[src/rtl/rxq_pkg.sv]
package rxq_pkg;

   typedef enum logic [1:0] {
      RXQ_IDLE = 2'b00,
      RXQ_PUSH = 2'b01,
      RXQ_POP  = 2'b10,
      RXQ_BOTH = 2'b11
   } rxq_op_e;

   function automatic rxq_op_e rxq_decode(input logic push, input logic pop);
      return rxq_op_e'({pop, push});
   endfunction

   function automatic bit rxq_is_pow2(input int unsigned v);
      return (v != 0) && ((v & (v - 1)) == 0);
   endfunction

endpackage

[src/rtl/rxq_ctrl.sv]
module rxq_ctrl
   import rxq_pkg::*;
#(
   parameter int unsigned DEPTH = 64,
   parameter int unsigned PTR_W = $clog2(DEPTH),
   parameter int unsigned CNT_W = $clog2(DEPTH + 1)
) (
   input  logic             clk,
   input  logic             rst_n,
   input  logic             wr_en,
   input  logic             rd_en,
   output logic             push,
   output logic             full,
   output logic             empty,
   output logic [PTR_W-1:0] wr_ptr,
   output logic [PTR_W-1:0] rd_ptr,
   output logic [CNT_W-1:0] count
);

   localparam logic [CNT_W-1:0] CNT_MAX = CNT_W'(DEPTH);
   localparam logic [PTR_W-1:0] PTR_TOP = PTR_W'(DEPTH - 1);

   logic    pop;
   rxq_op_e op;
   logic [PTR_W-1:0] wr_ptr_inc;
   logic [PTR_W-1:0] rd_ptr_inc;

   assign full  = (count == CNT_MAX);
   assign empty = (count == '0);
   assign push  = wr_en && !full;
   assign pop   = rd_en && !empty;
   assign op    = rxq_decode(push, pop);

   generate
      if (rxq_is_pow2(DEPTH)) begin : g_wrap_natural
         assign wr_ptr_inc = wr_ptr + 1'b1;
         assign rd_ptr_inc = rd_ptr + 1'b1;
      end else begin : g_wrap_compare
         assign wr_ptr_inc = (wr_ptr == PTR_TOP) ? '0 : wr_ptr + 1'b1;
         assign rd_ptr_inc = (rd_ptr == PTR_TOP) ? '0 : rd_ptr + 1'b1;
      end
   endgenerate

   always_ff @(posedge clk) begin
      if (!rst_n) begin
         wr_ptr <= '0;
         rd_ptr <= '0;
         count  <= '0;
      end else begin
         if (push) wr_ptr <= wr_ptr_inc;
         if (pop)  rd_ptr <= rd_ptr_inc;
         unique case (op)
            RXQ_PUSH: count <= count + 1'b1;
            RXQ_POP:  count <= count - 1'b1;
            default:  count <= count;
         endcase
      end
   end

endmodule

[src/rtl/rxq_store.sv]
module rxq_store #(
   parameter int unsigned DATA_W = 16,
   parameter int unsigned DEPTH  = 64,
   parameter int unsigned PTR_W  = $clog2(DEPTH)
) (
   input  logic              clk,
   input  logic              we,
   input  logic [PTR_W-1:0]  wr_ptr,
   input  logic [DATA_W-1:0] wr_data,
   input  logic [PTR_W-1:0]  rd_ptr,
   output logic [DATA_W-1:0] rd_data
);

   logic [DATA_W-1:0] mem [DEPTH];

   always_ff @(posedge clk) begin
      if (we) mem[wr_ptr] <= wr_data;
   end

   assign rd_data = mem[rd_ptr];

endmodule

[src/rtl/rxq_irq.sv]
module rxq_irq #(
   parameter int unsigned LVL_W = 8,
   parameter int unsigned CNT_W = 7
) (
   input  logic             clk,
   input  logic             rst_n,
   input  logic [CNT_W-1:0] count,
   input  logic             lvl_we,
   input  logic [LVL_W-1:0] lvl_wdata,
   input  logic             rx_ie,
   input  logic             ovf_ie,
   input  logic             ovf_hit,
   input  logic             ovf_ack,
   output logic [LVL_W-1:0] alarm,
   output logic             rx_irq,
   output logic             ovf_irq
);

   logic [LVL_W-1:0] fill_ext;

   assign fill_ext = LVL_W'(count);
   assign rx_irq   = rx_ie && (fill_ext > alarm);

   always_ff @(posedge clk) begin
      if (!rst_n) begin
         alarm   <= '0;
         ovf_irq <= 1'b0;
      end else begin
         if (lvl_we) alarm <= lvl_wdata;
         if (ovf_hit && ovf_ie) ovf_irq <= 1'b1;
         else if (ovf_ack)      ovf_irq <= 1'b0;
      end
   end

endmodule

[src/rtl/rx_alarm_fifo.sv]
module rx_alarm_fifo
   import rxq_pkg::*;
#(
   parameter int unsigned DATA_W = 16,
   parameter int unsigned DEPTH  = 64,
   parameter int unsigned LVL_W  = 8
) (
   input  logic                 clk,
   input  logic                 rst_n,
   input  logic                 wr_en,
   input  logic [DATA_W-1:0]    wr_data,
   input  logic                 rd_en,
   output logic [DATA_W:0]      head_q,
   input  logic                 lvl_we,
   input  logic [LVL_W-1:0]     lvl_wdata,
   output logic [2*LVL_W-1:0]   status_q,
   input  logic                 rx_ie,
   input  logic                 ovf_ie,
   input  logic                 ovf_ack,
   output logic                 rx_irq,
   output logic                 ovf_irq
);

   localparam int unsigned PTR_W = $clog2(DEPTH);
   localparam int unsigned CNT_W = $clog2(DEPTH + 1);

   generate
      if (DEPTH < 2) begin : g_bad_depth
         $error("rx_alarm_fifo: DEPTH must be at least 2");
      end
      if (CNT_W > LVL_W) begin : g_bad_level
         $error("rx_alarm_fifo: fill level does not fit the status byte");
      end
      if (DATA_W < 1) begin : g_bad_width
         $error("rx_alarm_fifo: DATA_W must be positive");
      end
   endgenerate

   logic             push;
   logic             full;
   logic             empty;
   logic [PTR_W-1:0] wr_ptr;
   logic [PTR_W-1:0] rd_ptr;
   logic [CNT_W-1:0] count;
   logic [DATA_W-1:0] rd_data;
   logic [LVL_W-1:0] alarm;

   rxq_ctrl #(.DEPTH(DEPTH), .PTR_W(PTR_W), .CNT_W(CNT_W)) u_ctrl (
      .clk    (clk),
      .rst_n  (rst_n),
      .wr_en  (wr_en),
      .rd_en  (rd_en),
      .push   (push),
      .full   (full),
      .empty  (empty),
      .wr_ptr (wr_ptr),
      .rd_ptr (rd_ptr),
      .count  (count)
   );

   rxq_store #(.DATA_W(DATA_W), .DEPTH(DEPTH), .PTR_W(PTR_W)) u_store (
      .clk     (clk),
      .we      (push),
      .wr_ptr  (wr_ptr),
      .wr_data (wr_data),
      .rd_ptr  (rd_ptr),
      .rd_data (rd_data)
   );

   rxq_irq #(.LVL_W(LVL_W), .CNT_W(CNT_W)) u_irq (
      .clk       (clk),
      .rst_n     (rst_n),
      .count     (count),
      .lvl_we    (lvl_we),
      .lvl_wdata (lvl_wdata),
      .rx_ie     (rx_ie),
      .ovf_ie    (ovf_ie),
      .ovf_hit   (wr_en && full),
      .ovf_ack   (ovf_ack),
      .alarm     (alarm),
      .rx_irq    (rx_irq),
      .ovf_irq   (ovf_irq)
   );

   assign head_q   = empty ? '0 : {1'b1, rd_data};
   assign status_q = {LVL_W'(count), alarm};

endmodule

[config.mk]
export PLATFORM = sky130hd
export DESIGN_NAME = rx_alarm_fifo
export DESIGN_NICKNAME = d
export VERILOG_FILES = /design/src/rtl/rxq_pkg.sv /design/src/rtl/rxq_ctrl.sv /design/src/rtl/rxq_store.sv /design/src/rtl/rxq_irq.sv /design/src/rtl/rx_alarm_fifo.sv
export SDC_FILE = /design/constraint.sdc
export NUM_CORES = 1
export LEC_CHECK = 0
export BUFFER_PORTS_ARGS = -buffer_cell sky130_fd_sc_hd__buf_2
export CAP_MARGIN = 10
export CORE_MARGIN = 2
export CORE_UTILIZATION = 50
export CTS_CLUSTER_SIZE = 25
export DETAILED_ROUTE_END_ITERATION = 16
export GPL_TIMING_DRIVEN = 0
export PLACE_DENSITY = 0.66
export SYNTH_ARGS = -nofsm -noshare
export SYNTH_HDL_FRONTEND = slang
export SYNTH_SLANG_ARGS = --single-unit
[constraint.sdc]
create_clock -name clk -period 8.9 [get_ports clk]
set_clock_uncertainty 0.05 [all_clocks]
set_input_delay 1.78 -clock clk [delete_from_list [all_inputs] [get_ports clk]]
set_output_delay 1.78 -clock clk [all_outputs]
set_load 0.02 [all_outputs]
==> out/results.ini <==
[global_route]
global_route_wire_length_before_repair_mm = 163
gr-usage-all-layers = 0.280
grt.overflow.total = 0
maximum_number_of_pins_on_one_net_before_global_route_repair = 65
grt_antenna_before_repair = 3
grt_pass1_vias = 21300

[placed_design]
buffer_ports.inserted = 64
dpl.cell_count = 3116
gp_congestion = 1.04
place_hpwl_mm = 77.6

[logic_synthesis]
count_leader_synth = sky130_fd_sc_hd__edfxtp_1
top_cells_by_area_in_the_synthesized_netlist = sky130_fd_sc_hd__edfxtp_1 (75%), sky130_fd_sc_hd__mux4_2 (14%), sky130_fd_sc_hd__dfxtp_1 (1.7%)
post_synth_num_cell_types = 65
synth.largest_area_cell = sky130_fd_sc_hd__edfxtp_1
synth-seq-area-share = 0.764
edff_count_synth = 1024
post_synthesis_instance_total = 1917
yosysWarnings = 0
synthDominantCellAreaShare = 0.748
leading_register_cell_type_out_of_synthesis = sky130_fd_sc_hd__edfxtp_1
netlist_area_sq_um = 41100
synth.avg_cell_area_sq_um = 21.5
ys_seq_elements = 1058
synth_fp_nets = 1961
asyncSetResetFlopFracSynth = 0
synth_commonest_cells = sky130_fd_sc_hd__edfxtp_1 (1024), sky130_fd_sc_hd__mux4_2 (256), sky130_fd_sc_hd__nor2_1 (84)

[setup_path]
timing.critical_path.fanout_max = 10
worstSetupPathType = reg2out
timing.critical_path.required_ns = 7.07
cp-start-kind = flop
cp.arrival_ns = 4.99
kind_of_end_point_of_the_critical_path = output port

[sta]
rsz0062_at_grt = no
timing.fmax_mhz = 147
timing.final.crit_share = 0.767
timing.final.setup_violations = 0
final.setup.tns_ns = 0
final-hold-violation-count = 0
timing.slew.headroom = 0.139
finalCriticalPeriod_ns = 6.82
final_max_slew_violation_count = 0
worst-slew-pin-transition_ns = 1.29

[cts]
tritoncts = built
clkSinkCount = 1058
ctsLongestPathBuffers = 3
cts.hold.buffers_added = 0
htree_levels = 3
post_cts.resized_instances = 0
cell_at_the_root_of_the_clock_tree = sky130_fd_sc_hd__clkbuf_16
cts_made_buffers = 101
worst_skew_pair.late_latency_ns = 0.67
cts.reportedPaths.clkPinSlew_ns = 0.06
postCtsSetupBuffers = 0

[floorplan]
die_x_um = 291
io-pin-count = 67
die_height_um = 291
initial_core_util = 0.503
rows = 105
core_area_sq_um = 81700
die_footprint_sq_um = 84600

[layout]
area_growth_syn_to_layout_pct = 16.2
post_layout_nonfiller_instances = 3315
final_layout_size_suffix_gt1_frac = 0.319
fillerInstances = 5890
number_of_nets_in_the_final_layout = 2206
antenna_cells = 0

[detailed_routing]
aggregate_routed_wire_length_mm = 118
drc = 0
dr_total_vias = 22100
drt_first_pass_iters = 6
route.antenna.remaining_nets = 0
drt-vias-per-instance = 6.65
detail_route.iter0.violations = 3299
post_drt_wl_per_cell_um = 35.5

[power]
power.sequential.fraction = 0.422
pwr-share-comb = 0.244
pwr-share-clk = 0.334
net-switching-power_mw = 3.85
pwr_density_cell_nw_per_um2 = 276
internal_power_mw = 9.33
cellLeakagePower_nw = 14.9
switching_portion_of_total_power = 0.292
power.ir.vdd_worst_uv = 218

[hold_path]
worstHoldPathType = reg2reg

[run]
timing.max_cap.violations = 0

[status]
outcome = complete, no violations

-- state kept, by name, indices dropped and copies added (netlist names), named ones only --
signal,count
u_irq.alarm,8
u_store.mem,1024
u_irq.ovf_irq,1
u_ctrl.count,7
u_ctrl.rd_ptr,6
u_ctrl.wr_ptr,6
-- worst paths after layout --
| kind | slack, ns | end | start | cells after the start |
|---|---|---|---|---|
| max reg2reg | 5.18 | u_ctrl.count[6] | u_ctrl.count[1] | 12 |
| min reg2reg | 0.44 | u_irq.ovf_irq | u_irq.ovf_irq | 2 |
| max | 2.08 | head_q[14] | flop | 8 |
| min | 0.44 | u_irq.ovf_irq | u_irq.ovf_irq | 2 |
-- logic make-up after synthesis --
kind of cell | Yosys count | synth area share
compound gates | 176 | 0.0311
xor+xnor | 13 | 0.00277
flops | 1058 | 0.764
simple gates | 213 | 0.0259
mux | 320 | 0.156
fa+ha+maj | 12 | 0.00365
other cells | 1 | 0.0000912
buf+inv | 124 | 0.0163
-- cell type report --
type                       count  area [sq um]  share of cell area
sequential                  1058         31400               0.658
multi-input combinational    735          9190               0.192
clock buffer                 134          2820              0.0590
timing repair buffer         142          1770              0.0369
tap                         1070          1340              0.0280
buffer                       113           629              0.0132
clock inverter                52           581              0.0121
inverter                      11          41.3            0.000864
-- critical path, stage by stage (launching register included) --
cell and delay (ns):
sky130_fd_sc_hd__dfxtp_1 0.41, sky130_fd_sc_hd__buf_2 0.46, sky130_fd_sc_hd__buf_1 1.00, sky130_fd_sc_hd__clkbuf_1 0.88, sky130_fd_sc_hd__mux2i_1 0.35, sky130_fd_sc_hd__nand2_1 0.16, sky130_fd_sc_hd__o211ai_1 0.43, sky130_fd_sc_hd__o21ai_0 0.37
sky130_fd_sc_hd__buf_2 0.26
-- power groups by stage --
stage	logic [mW]	registers (mW)	clock network, mW
floorplan	1.90	5.67	0
global placement	3.09	5.67	0
detailed placement	3.14	5.67	0
CTS	3.15	5.56	4.43
global route	3.31	5.56	4.62
finish	3.22	5.56	4.40
-- stage by stage --
stage / total power [mW] / worst slack (ns) / hold slack (ns) / utilization / area, sq um
after floorplan: 7.57 / 4.74 / 0.470 / - / 41100
after global placement: 8.75 / 2.92 / 0.418 / 0.524 / 42800
after detailed placement: 8.81 / 2.95 / 0.435 / 0.540 / 44100
after CTS: 13.1 / 2.23 / 0.445 / 0.582 / 47500
after global routing: 13.5 / 2.10 / 0.480 / 0.585 / 47800
final: 13.2 / 2.08 / 0.441 / 0.585 / 47800
-- metal layers --
metal | GRT usage | vias to the layer above | routed length, um
li1 | - | 8524 | -
met1 | 0.384 | 11600 | 43200
met2 | 0.423 | 1603 | 53600
met3 | 0.0782 | 310 | 15100
met4 | 0.129 | 2 | 5870
met5 | 0 | - | 7
-- cell usage in the layout, fill, tap and decap left out, types with 8 or more instances in the layout --
| cell type | count |
|---|---|
| sky130_fd_sc_hd__ha_1 | 12 |
| sky130_fd_sc_hd__a21oi_1 | 13 |
| sky130_fd_sc_hd__clkinv_1 | 14 |
| sky130_fd_sc_hd__o22a_1 | 17 |
| sky130_fd_sc_hd__nand2_1 | 31 |
| sky130_fd_sc_hd__mux4_2 | 256 |
| sky130_fd_sc_hd__dfxtp_1 | 34 |
| sky130_fd_sc_hd__inv_1 | 10 |
| sky130_fd_sc_hd__mux2i_1 | 53 |
| sky130_fd_sc_hd__buf_2 | 107 |
| sky130_fd_sc_hd__buf_16 | 18 |
| sky130_fd_sc_hd__bufinv_16 | 12 |
| sky130_fd_sc_hd__buf_4 | 23 |
| sky130_fd_sc_hd__nor2_2 | 64 |
| sky130_fd_sc_hd__and2_1 | 14 |
| sky130_fd_sc_hd__nand2b_1 | 8 |
| sky130_fd_sc_hd__a211oi_1 | 17 |
| sky130_fd_sc_hd__o21ai_0 | 21 |
| sky130_fd_sc_hd__clkbuf_1 | 52 |
| sky130_fd_sc_hd__mux2_2 | 11 |
| sky130_fd_sc_hd__buf_6 | 11 |
| sky130_fd_sc_hd__nand3_1 | 13 |
| sky130_fd_sc_hd__o22ai_1 | 48 |
| sky130_fd_sc_hd__nor2b_1 | 26 |
| sky130_fd_sc_hd__buf_12 | 13 |
| sky130_fd_sc_hd__clkinv_2 | 19 |
| sky130_fd_sc_hd__clkbuf_16 | 106 |
| sky130_fd_sc_hd__edfxtp_1 | 1024 |
| sky130_fd_sc_hd__xnor2_1 | 8 |
| sky130_fd_sc_hd__buf_8 | 44 |
| sky130_fd_sc_hd__buf_1 | 9 |
| sky130_fd_sc_hd__nor2_1 | 20 |
No activity file was read; power rests on OpenSTA's default activity.
